--- src/rtl/ddrb2_pkg.sv ---
package ddrb2_pkg;
  typedef struct packed {
    logic accept;       // request taken at this edge
    logic acceptWrite;  // taken request is a write
    logic wrStage;      // move staged write words to the bus stage
    logic wrBeat0;      // first write word on the bus this tick
    logic wrBeat1;      // second write word on the bus this tick
    logic rdCap0;       // first read word valid this tick
    logic rdCap1;       // second read word valid this tick
  } ctlStrobes_t;
endpackage

--- src/rtl/ddrb2_ctrl.sv ---
module ddrb2_ctrl
  import ddrb2_pkg::*;
(
  input  logic        clk,
  input  logic        rstN,
  input  logic        reqValid,
  input  logic        reqWrite,
  output logic        reqReady,
  output logic        phase,
  output ctlStrobes_t strobes
);
  localparam int WR_LEN = 4;  // write data ends at tick A+4
  localparam int RD_LEN = 5;  // read data ends at tick A+5

  logic              phaseQ;
  logic              prevRead;
  logic [WR_LEN-1:0] wrPipe;
  logic [RD_LEN-1:0] rdPipe;
  logic              accept;
  logic              turnStall;

  assign turnStall = prevRead && reqWrite;
  assign reqReady  = phaseQ && !turnStall;
  assign accept    = reqValid && reqReady;
  assign phase     = phaseQ;

  always_ff @(posedge clk) begin
    if (!rstN) begin
      phaseQ   <= 1'b0;
      prevRead <= 1'b0;
      wrPipe   <= '0;
      rdPipe   <= '0;
    end else begin
      phaseQ <= ~phaseQ;
      wrPipe <= {wrPipe[WR_LEN-2:0], accept && reqWrite};
      rdPipe <= {rdPipe[RD_LEN-2:0], accept && !reqWrite};
      if (phaseQ) prevRead <= accept && !reqWrite;
    end
  end

  always_comb begin
    strobes.accept      = accept;
    strobes.acceptWrite = reqWrite;
    strobes.wrStage     = wrPipe[1];
    strobes.wrBeat0     = wrPipe[2];
    strobes.wrBeat1     = wrPipe[3];
    strobes.rdCap0      = rdPipe[3];
    strobes.rdCap1      = rdPipe[4];
  end

  // no write is taken in the slot right after a read command
  a_r6_turnaround_gap: assert property (@(posedge clk) disable iff (!rstN)
    (accept && reqWrite) |-> !rdPipe[1]);
endmodule

--- src/rtl/ddrb2_datapath.sv ---
module ddrb2_datapath
  import ddrb2_pkg::*;
#(
  parameter int AW = 10,
  parameter int DW = 16,
  parameter int NB = DW / 8
) (
  input  logic            clk,
  input  logic            rstN,
  input  ctlStrobes_t     strobes,
  input  logic            phase,
  input  logic [AW-1:0]   reqAddr,
  input  logic [2*DW-1:0] reqWdata,
  input  logic [2*NB-1:0] reqBe,
  input  logic [DW-1:0]   memDqIn,
  output logic            memLdN,
  output logic            memRw,
  output logic [AW-1:0]   memAddr,
  output logic [DW-1:0]   memDqOut,
  output logic [NB-1:0]   memBwN,
  output logic            memOe,
  output logic            rspValid,
  output logic [2*DW-1:0] rspData
);
  logic [2*DW-1:0] stageData, busData;
  logic [2*NB-1:0] stageBe, busBe;
  logic [DW-1:0]   capLo;

  always_ff @(posedge clk) begin
    if (!rstN) begin
      memLdN    <= 1'b1;
      memRw     <= 1'b1;
      memAddr   <= '0;
      stageData <= '0;
      stageBe   <= '0;
      busData   <= '0;
      busBe     <= '0;
      capLo     <= '0;
      rspValid  <= 1'b0;
      rspData   <= '0;
    end else begin
      if (phase) memLdN <= !strobes.accept;
      if (strobes.accept) begin
        memRw   <= !strobes.acceptWrite;
        memAddr <= reqAddr;
      end
      if (strobes.accept && strobes.acceptWrite) begin
        stageData <= reqWdata;
        stageBe   <= reqBe;
      end
      if (strobes.wrStage) begin
        busData <= stageData;
        busBe   <= stageBe;
      end
      if (strobes.rdCap0) capLo <= memDqIn;
      rspValid <= strobes.rdCap1;
      if (strobes.rdCap1) rspData <= {memDqIn, capLo};
    end
  end

  always_comb begin
    memOe    = strobes.wrBeat0 || strobes.wrBeat1;
    memDqOut = '0;
    memBwN   = '1;
    if (strobes.wrBeat0) begin
      memDqOut = busData[DW-1:0];
      memBwN   = ~busBe[NB-1:0];
    end else if (strobes.wrBeat1) begin
      memDqOut = busData[2*DW-1:DW];
      memBwN   = ~busBe[2*NB-1:NB];
    end
  end

  // a command starts only in a rising-half tick
  a_r1_cmd_rising: assert property (@(posedge clk) disable iff (!rstN)
    $fell(memLdN) |-> !phase);
  // a first write word is always followed by the second
  a_r2_beat_pair: assert property (@(posedge clk) disable iff (!rstN)
    (memOe && !phase) |=> memOe);
  // never drive the bus while read data returns
  a_r7_no_collision: assert property (@(posedge clk) disable iff (!rstN)
    (strobes.rdCap0 || strobes.rdCap1) |-> !memOe);
  // response is a single-tick pulse
  a_r8_single_pulse: assert property (@(posedge clk) disable iff (!rstN)
    rspValid |=> !rspValid);
endmodule

--- src/rtl/ddrb2_sram_ctrl.sv ---
module ddrb2_sram_ctrl
  import ddrb2_pkg::*;
#(
  parameter int AW = 10,
  parameter int DW = 16,
  localparam int NB = DW / 8
) (
  input  logic            clk,
  input  logic            rstN,
  input  logic            reqValid,
  output logic            reqReady,
  input  logic            reqWrite,
  input  logic [AW-1:0]   reqAddr,
  input  logic [2*DW-1:0] reqWdata,
  input  logic [2*NB-1:0] reqBe,
  output logic            rspValid,
  output logic [2*DW-1:0] rspData,
  output logic            memPhase,
  output logic            memLdN,
  output logic            memRw,
  output logic [AW-1:0]   memAddr,
  output logic [DW-1:0]   memDqOut,
  output logic [NB-1:0]   memBwN,
  output logic            memOe,
  input  logic [DW-1:0]   memDqIn
);
  ctlStrobes_t strobes;
  logic        phase;

  assign memPhase = phase;

  ddrb2_ctrl u_ctrl (
    .clk      (clk),
    .rstN     (rstN),
    .reqValid (reqValid),
    .reqWrite (reqWrite),
    .reqReady (reqReady),
    .phase    (phase),
    .strobes  (strobes)
  );

  ddrb2_datapath #(.AW(AW), .DW(DW), .NB(NB)) u_dp (
    .clk      (clk),
    .rstN     (rstN),
    .strobes  (strobes),
    .phase    (phase),
    .reqAddr  (reqAddr),
    .reqWdata (reqWdata),
    .reqBe    (reqBe),
    .memDqIn  (memDqIn),
    .memLdN   (memLdN),
    .memRw    (memRw),
    .memAddr  (memAddr),
    .memDqOut (memDqOut),
    .memBwN   (memBwN),
    .memOe    (memOe),
    .rspValid (rspValid),
    .rspData  (rspData)
  );
endmodule

--- config.mk ---
export PLATFORM = sky130hd
export DESIGN_NAME = ddrb2_sram_ctrl
export DESIGN_NICKNAME = d
export VERILOG_FILES = /design/src/rtl/ddrb2_pkg.sv /design/src/rtl/ddrb2_ctrl.sv /design/src/rtl/ddrb2_datapath.sv /design/src/rtl/ddrb2_sram_ctrl.sv
export SDC_FILE = /design/constraint.sdc
export NUM_CORES = 1
export LEC_CHECK = 0
export ABC_AREA = 0
export BUFFER_PORTS_ARGS = -buffer_cell sky130_fd_sc_hd__buf_4
export CORE_ASPECT_RATIO = 1.25
export CORE_MARGIN = 2
export CORE_UTILIZATION = 48
export DETAILED_ROUTE_END_ITERATION = 12
export PLACE_DENSITY = 0.81
export RECOVER_POWER = 100
export SLEW_MARGIN = 10
export SYNTH_ARGS = -nofsm -noshare
export SYNTH_HDL_FRONTEND = slang
export SYNTH_SLANG_ARGS = --single-unit
--- constraint.sdc ---
create_clock -name clk -period 1 [get_ports clk]
set_input_delay 0 -clock clk [delete_from_list [all_inputs] [get_ports clk]]
set_output_delay 0 -clock clk [all_outputs]
set_load 0.05 [all_outputs]
* Word level (Yosys, flattened, before mapping) *
Cells that the tools add are included.

storage, ports and cells
  flip-flop bits (word level) = 144
  bits in latches = 0
  bits in writable memories = 0
  memory bits (read-only) = 0
  input port bits = 66
  output and inout port bits = 66
  word-level logic and storage cells = 30
  memories kept = 0

operators by class
  $add $sub $neg = 0
  $mul = 0
  divide/modulo/power cells = 0
  order comparisons = 0
  equality and inequality tests = 0
  shifts and indexed selects = 0
  mux-type cells = 4
  bitwise operators = 3
  reductions and logical operators = 9

operators with widths
  operator           count
  $mux 16            2
  $logic_and 1x1->1  5
  $mux 2             2
  $not 2->2          2
  $logic_not 1->1    3
  $logic_or 1x1->1   1
  $not 1->1          1

* Logic depth before layout (Yosys ltp) *
Gate-level depths: netlist of the first run.

  word-level depth = 5
  mapped depth = 4
  depth with buffers taken out = 3

* Cells and area by module *
Synthesis of the first run repeated with hierarchy kept, for this count alone.

second synthesis, totals
  cell total of the unflattened synthesis = 571
  area, all modules = 5843.1 um^2

modules (own cells, without submodules)
  module          times used  cells an instance  area each (um^2)  sequential area each (um^2)
  ddrb2_datapath  1           537                5464.0            2662.6
  ddrb2_ctrl      1           34                 379.1             220.2

* Worst setup path before layout of the first run *
Ideal clock, no wire load.

  kind = register to output
  start = register u_ctrl.wrPipe[3]
  end = output memDqOut[10]
  data arrival time = 1.782 ns
  data required time = 1.000 ns
  setup slack = -0.782 ns
  stages on the path, launching flop included = 5
  path buffers = 2
  cell sequence = dfxtp_1 buf_2 buf_2 nand2_1 o21ai_0

on the way
  cells in the longest elaborated chain, start to end = 2

ends and longest elaborated chain
  element                 line                   source
  from (decl)             ddrb2_ctrl.sv:17       logic [WR_LEN-1:0] wrPipe;
  from (signal assigned)  ddrb2_ctrl.sv:35       wrPipe <= {wrPipe[WR_LEN-2:0], accept && reqWrite};
  $mux 16                 ddrb2_datapath.sv:68   end else if (strobes.wrBeat1) begin
  $mux 16                 ddrb2_datapath.sv:65   if (strobes.wrBeat0) begin
  to (decl)               ddrb2_sram_ctrl.sv:22  output logic [DW-1:0] memDqOut,

Every way passes these cells.

* Worst setup path after layout of the first run *
  start = register u_ctrl.wrPipe[3]
  end = output memDqOut[7]

Same word-level chain as after synthesis.

==> results of run 1 <==
==> worst max-delay path, stage by stage (launching register included) <==
cell,delay [ps]
sky130_fd_sc_hd__dfxtp_4,390
sky130_fd_sc_hd__buf_8,150
sky130_fd_sc_hd__nand2_1,140
sky130_fd_sc_hd__o21ai_4,180
sky130_fd_sc_hd__buf_6,180
==> cell usage in the layout, fill, tap and decap left out, types with 23 or more instances in the layout <==
master,netlist,layout
sky130_fd_sc_hd__dlygate4sd3_1,0,65
sky130_fd_sc_hd__o21ai_2,0,30
sky130_fd_sc_hd__nor2_1,88,84
sky130_fd_sc_hd__buf_4,8,114
sky130_fd_sc_hd__buf_6,7,23
sky130_fd_sc_hd__nand3_2,0,31
sky130_fd_sc_hd__mux2i_1,94,81
sky130_fd_sc_hd__clkbuf_16,0,26
sky130_fd_sc_hd__nand2_1,92,81
sky130_fd_sc_hd__dfxtp_1,144,139
==> cell families (layout without fill, tap and decap cells) <==
group,Yosys count,after routing
buf+inv,47,281
mux,94,94
simple gates,232,233
compound gates,57,57
flops,144,144
==> layer usage <==
layer,part of all wire (%),wire (µm),up-vias,global-route usage (%)
met5,0,0,-,0
met4,4.8,925,0,11.99
met3,5.0,970,78,6.777
met2,54,10430,245,50.80
met1,37,7091,2541,28.37
li1,-,-,2359,-
==> path summary, 6_finish.rpt <==
check	from	endpoint
worst min register to register	u_ctrl.rdPipe[2]	u_ctrl.rdPipe[3]
worst max-delay path	u_ctrl.wrPipe[3]	memDqOut[7]
worst min-delay path	reqWrite	u_ctrl.wrPipe[0]
worst max register to register	u_ctrl.phase	u_dp.stageData[15]
==> layout make-up <==
cell class,count,area (µm²),share of cell area [%]
timing repair buffer,246,2595,28.24
clock inverter,14,180.2,1.961
clock buffer,18,439.2,4.779
tap,135,168.9,1.838
inverter,3,11.26,0.1225
sequential,144,2902,31.57
multi-input combinational,384,2894,31.49
==> metrics by stage <==
step                worst slack, ps  TNS, ps
finish                       -449.2   -22150
global route                 -470.5   -26490
CTS                          -386.5   -11800
global placement             -18.13   -29.03
floorplan                    -124.0    -4414
detailed placement           -55.71    -1491
==> power breakdown <==
group | internal (mW) | total, mW | leakage [nW] | switching, mW
logic | 0.638 | 1.24 | 2.19 | 0.599
registers | 5.80 | 5.87 | 1.17 | 0.0706
clock network | 4.04 | 6.68 | 0.294 | 2.64
==> timing repair <==
item / 4_1_cts / 5_1_grt
endpoints found under the setup margin: 71 / 96
endpoints found under the hold margin: 81 / 0
pin swaps: 8 / 16
buffers inserted: 9 / 3
hold buffers: 65 / 0
gates cloned: 7 / 10
resized for setup: 61 / 72
==> registers in the layout, summed over array words and instances, names as in the netlist, 4 cells and up <==
register / flops
u_ctrl.rdPipe: 5
u_dp.memAddr: 10
u_dp.stageData: 32
u_dp.rspData: 32
u_ctrl.wrPipe: 4
u_dp.stageBe: 4
u_dp.busData: 32
u_dp.capLo: 16
u_dp.busBe: 4
==> flow_summary.json, run 1 <==
{
  "finalNetCount": 862,
  "power_leakage_nw": 3.656,
  "timing_worst_setup_path_type": "reg2out",
  "crit_path_end_kind": "output port",
  "layout-drive-gt1-share_pct": 41.29,
  "placedInstanceArea_um2": 6920,
  "global_routing_usage_summed_across_all_routing_layers_pct": 27.10,
  "most_used_standard_cell_by_instance_count_after_synthesis": "sky130_fd_sc_hd__dfxtp_1",
  "worst-endpoint-arrival_ps": 1450,
  "overflow": 0,
  "syn_inst": 574,
  "width_of_the_die_um": 98.77,
  "synth_compound_area_share_pct": 5.456,
  "cts_root_buffer": "sky130_fd_sc_hd__clkbuf_16",
  "syn_area_cell_um2": 9.388,
  "die-height_um": 122.5,
  "failing_checks": "negative setup slack",
  "layout-area-overhead-vs-synth_pct": 70.54,
  "post_synth_main_area_contributors": "sky130_fd_sc_hd__dfxtp_1 53%, sky130_fd_sc_hd__mux2i_1 17%, sky130_fd_sc_hd__nand2_1 6.4%",
  "post_synth_most_frequent_cells": "144 x sky130_fd_sc_hd__dfxtp_1, 94 x sky130_fd_sc_hd__mux2i_1, 92 x sky130_fd_sc_hd__nand2_1",
  "worstHoldPathType": "in2reg",
  "synth_flop_cell": "sky130_fd_sc_hd__dfxtp_1",
  "final_weighted_congestion_in_routability_driven_placement": 0.8509,
  "result_of_the_run": "finished, violations left",
  "total_die_area_um2": 12100,
  "post-synth-top-area-cell": "sky130_fd_sc_hd__dfxtp_1",
  "drt.antenna.violating_nets": 0,
  "period_needed_ps": 1449,
  "firstDrtPassIters": 7,
  "async_flop_share_pct": 0,
  "grt_antenna_before_repair": 0,
  "cts_made_buffers": 17,
  "synth-seq-cells": 144,
  "whs_path_depth": 4,
  "yosys.area_share.xor_xnor_pct": 0,
  "grt_first_pass_wirelength_um": 25820,
  "synth_enable_flop_cells": 0,
  "clkTransAtPathRegs_ps": 60,
  "netlist-cell-type-count": 24,
  "final-setup-viol-count": 111,
  "synthesis_warnings": 0,
  "syn-cell-area_um2": 5389,
  "area_share_of_the_largest_cell_type_after_synthesis_pct": 53.49,
  "largest_family_of_logic_cells_by_synthesized_area": "simple AND/OR/NAND/NOR gates",
  "port-buffer-count": 131,
  "maximum_number_of_pins_on_one_net_before_global_route_repair": 37,
  "synth_nets": 640,
  "boundaryPins": 132,
  "portion_of_the_clock_cycle_consumed_by_the_worst_path_in_the_final_layout_pct": 144.9,
  "cts.path.max_buffers": 2,
  "drc": 0,
  "post_drt_wl_per_cell_um": 20.57,
  "std_cell_rows": 43,
  "place_inst": 819,
  "drt_iter0_markers": 327,
  "detailedPlacementHpwl_um": 9074,
  "synth-adder-area-share_pct": 0,
  "worst-r2r-cell-count": 6,
  "initial_core_util_pct": 48.86,
  "drt-total-wl_um": 19420,
  "avgViaCountPerCell": 5.533,
  "vdd.ir_drop.worst_mv": 1.567,
  "max_clock_skew_ps": 4.757,
  "fin_worst_hold_slack_ps": 106.0,
  "worst_slew_pin_slew_ps": 416.0,
  "postLayoutSetupSlackWorst_ps": -449.2,
  "final_cells": 944,
  "clock_tree_from_tritoncts": "yes",
  "setup.worst_path.start_class": "flop",
  "first_global_vias": 5252,
  "unrepaired_setup_endpoints_after_global_routing": "yes",
  "synth_mux_area_share_pct": 17.46,
  "clk_latency_ps": 410,
  "route.vias.total": 5223,
  "finalHoldViolations": 0,
  "synth-simple-area-share_pct": 18.11,
  "crit_fanout": 8,
  "synth_sequential_area_ratio_pct": 53.49,
  "pwr_density_cell_nw_per_um2": 1500,
  "floorplan.core_area_um2": 11030,
  "finish.utilization_pct": 83.32,
  "clock_tree.htree_level_count": 4,
  "maxClockFrequency_mhz": 690.1,
  "slew_headroom_pct": 72.27,
  "post-route-cell-area_um2": 9190,
  "total_power_mw": 13.79,
  "reg2reg_slack_ps": -370,
  "layout.filler_cells": 548,
  "data_required_time_at_the_worst_endpoint_ps": 1000,
  "cap_viol_max_count": 0,
  "antenna-diode-count": 0,
  "final_max_slew_viol_count": 0,
  "tritoncts_num_sinks": 144
}
No activity file was read; power rests on OpenSTA's default activity.
==> inputs of run 2 (changes only) <==
PLACE_DENSITY = 0.76   (was 0.81)
==> run 2 against run 1 <==
  * The flow still finishes with violations (negative setup slack)
  * Combinational power increased by 6%
  * Fmax is 2.4% lower
  * Sequential power barely moved
  * Clock power down 2%
  * Cell area up 2.8%
  * Count of clock-buffer cells in the layout is 7 higher
  * Critical endpoint unchanged
  * Largest cell class is now multi-input combinational cells
  * Wire length increased by 6.0%
  * Setup slack got worse by 35 ps
  * Critical path type unchanged
  * Flip-flop and latch count stayed put
  * Utilization up 2.3 points
==> flow_summary.json, run 2 (synthesis results as in run 1) <==
{
  "result_of_the_run": "finished, violations left",
  "failing_checks": "negative setup slack",
  "multi_input_comb_area_um2": 2922,
  "pre_cts_slack_ps": -101.0,
  "overflow": 0,
  "tritoncts_num_sinks": 144,
  "drt_iter0_markers": 311,
  "detailedPlacementHpwl_um": 9115,
  "most-common-layout-cells": "137 x sky130_fd_sc_hd__dfxtp_1, 110 x sky130_fd_sc_hd__buf_4, 85 x sky130_fd_sc_hd__mux2i_1, 85 x sky130_fd_sc_hd__nor2_1",
  "vdd.ir_drop.worst_mv": 1.367,
  "postLayoutSetupSlackWorst_ps": -484.2,
  "firstDrtPassIters": 5,
  "slew_headroom_pct": 75.94,
  "place_inst": 824,
  "final-setup-viol-count": 148,
  "drc": 0,
  "data_required_time_at_the_worst_endpoint_ps": 1000,
  "layout.area.seq_um2": 2897,
  "layout-drive-gt1-share_pct": 43.17,
  "final_max_slew_viol_count": 0,
  "period_needed_ps": 1484,
  "worstHoldPathType": "in2reg",
  "antenna-diode-count": 0,
  "boundaryPins": 132,
  "maximum_number_of_pins_on_one_net_before_global_route_repair": 81,
  "cts_made_buffers": 17,
  "placedInstanceArea_um2": 6970,
  "std_cell_rows": 43,
  "drt.antenna.violating_nets": 0,
  "width_of_the_die_um": 98.77,
  "post-route-cell-area_um2": 9445,
  "crit_path_end_kind": "output port",
  "worst-endpoint-arrival_ps": 1480,
  "cts_root_buffer": "sky130_fd_sc_hd__clkbuf_16",
  "worst_slew_pin_slew_ps": 360.8,
  "cts.path.max_buffers": 2,
  "first_global_vias": 5221,
  "route.vias.total": 5279,
  "total_power_mw": 13.72,
  "clkTransAtPathRegs_ps": 60,
  "final_cells": 955,
  "crit_fanout": 8,
  "mostFrequentLayoutCell": "sky130_fd_sc_hd__dfxtp_1",
  "timing_worst_setup_path_type": "reg2out",
  "global_routing_usage_summed_across_all_routing_layers_pct": 27.51,
  "final_weighted_congestion_in_routability_driven_placement": 0.8683,
  "setup.worst_path.start_class": "flop",
  "layout.filler_cells": 502,
  "finish.utilization_pct": 85.64,
  "total_die_area_um2": 12100,
  "clock_tree_from_tritoncts": "yes",
  "reg.largest.list": "u_dp.busData (32), u_dp.rspData (32), u_dp.stageData (32)",
  "finalNetCount": 875,
  "port-buffer-count": 131,
  "post_drt_wl_per_cell_um": 21.55,
  "clock_tree.htree_level_count": 4,
  "floorplan.core_area_um2": 11030,
  "die-height_um": 122.5,
  "clk_latency_ps": 420,
  "avgViaCountPerCell": 5.528,
  "unrepaired_setup_endpoints_after_global_routing": "yes",
  "power_leakage_nw": 3.870,
  "max_clock_skew_ps": 11.75,
  "drt-total-wl_um": 20580,
  "portion_of_the_clock_cycle_consumed_by_the_worst_path_in_the_final_layout_pct": 148.4,
  "finalHoldViolations": 0,
  "layout-area-overhead-vs-synth_pct": 75.27,
  "maxClockFrequency_mhz": 673.8,
  "grt_first_pass_wirelength_um": 25760,
  "initial_core_util_pct": 48.86,
  "cap_viol_max_count": 0,
  "grt_antenna_before_repair": 0,
  "pwr_density_cell_nw_per_um2": 1453
}
run 2: cell types whose count changed in the layout (fill, tap and decap cells not counted), moves of 5 or more:
cell,before,now
sky130_fd_sc_hd__dfxtp_2,0,5
sky130_fd_sc_hd__o21ai_2,30,25
sky130_fd_sc_hd__nand2_1,81,64
sky130_fd_sc_hd__nand2_4,5,13
sky130_fd_sc_hd__nand2_2,6,15
sky130_fd_sc_hd__buf_6,23,41
run 2: worst max-delay path, cell delays in order (launching register included):
cell and delay [ps]:
sky130_fd_sc_hd__dfxtp_4 400, sky130_fd_sc_hd__buf_12 140, sky130_fd_sc_hd__nand2_1 140, sky130_fd_sc_hd__o21ai_4 190
sky130_fd_sc_hd__buf_6 180
run 2: metrics by stage:
| stage | setup TNS [ps] | hold slack (ps) |
|---|---|---|
| global placement | -944.8 | 221.8 |
| CTS | -14930 | 43.32 |
| floorplan | -4414 | 78.02 |
| detailed placement | -3239 | 225.8 |
| finish | -27780 | 76.00 |
| global route | -33250 | 79.35 |
run 2: routing by layer:
layer  global-route usage [%]  wire [µm]
met1                    29.05       7354
met2                    51.86      11430
met3                    6.321        961
met4                    11.90        832
met5                        0          0
run 2: final timing paths:
path | from | cells past startpoint | end | slack (ps)
max | u_ctrl.wrPipe[3] | 4 | memDqOut[7] | -480
min | reqWrite | 5 | u_ctrl.rdPipe[0] | 80
max reg2reg | u_ctrl.phase | 7 | u_dp.stageBe[2] | -300
min reg2reg | u_ctrl.rdPipe[1] | 1 | u_ctrl.rdPipe[2] | 440
run 2: where the power goes:
part	internal, mW	switching (mW)	total [mW]
Clock	4.16	2.36	6.53
Sequential	5.81	0.0681	5.88
Combinational	0.682	0.635	1.32
run 2: area by class of cell:
cell class | instances | share of cell area [%]
multi-input combinational | 384 | 30.93
sequential | 144 | 30.67
timing repair buffer | 259 | 30.16
clock buffer | 25 | 5.246
tap | 135 | 1.788
clock inverter | 5 | 1.086
inverter | 3 | 0.1192
run 2: what timing repair did:
| action | in CTS | in global routing |
|---|---|---|
| buffers inserted | 11 | 7 |
| cloned | 8 | 13 |
| pin swaps | 9 | 33 |
| gates resized for setup | 71 | 100 |
| hold buffers | 64 | 0 |
| setup endpoints to repair | 65 | 109 |
| hold endpoints to repair | 80 | 0 |
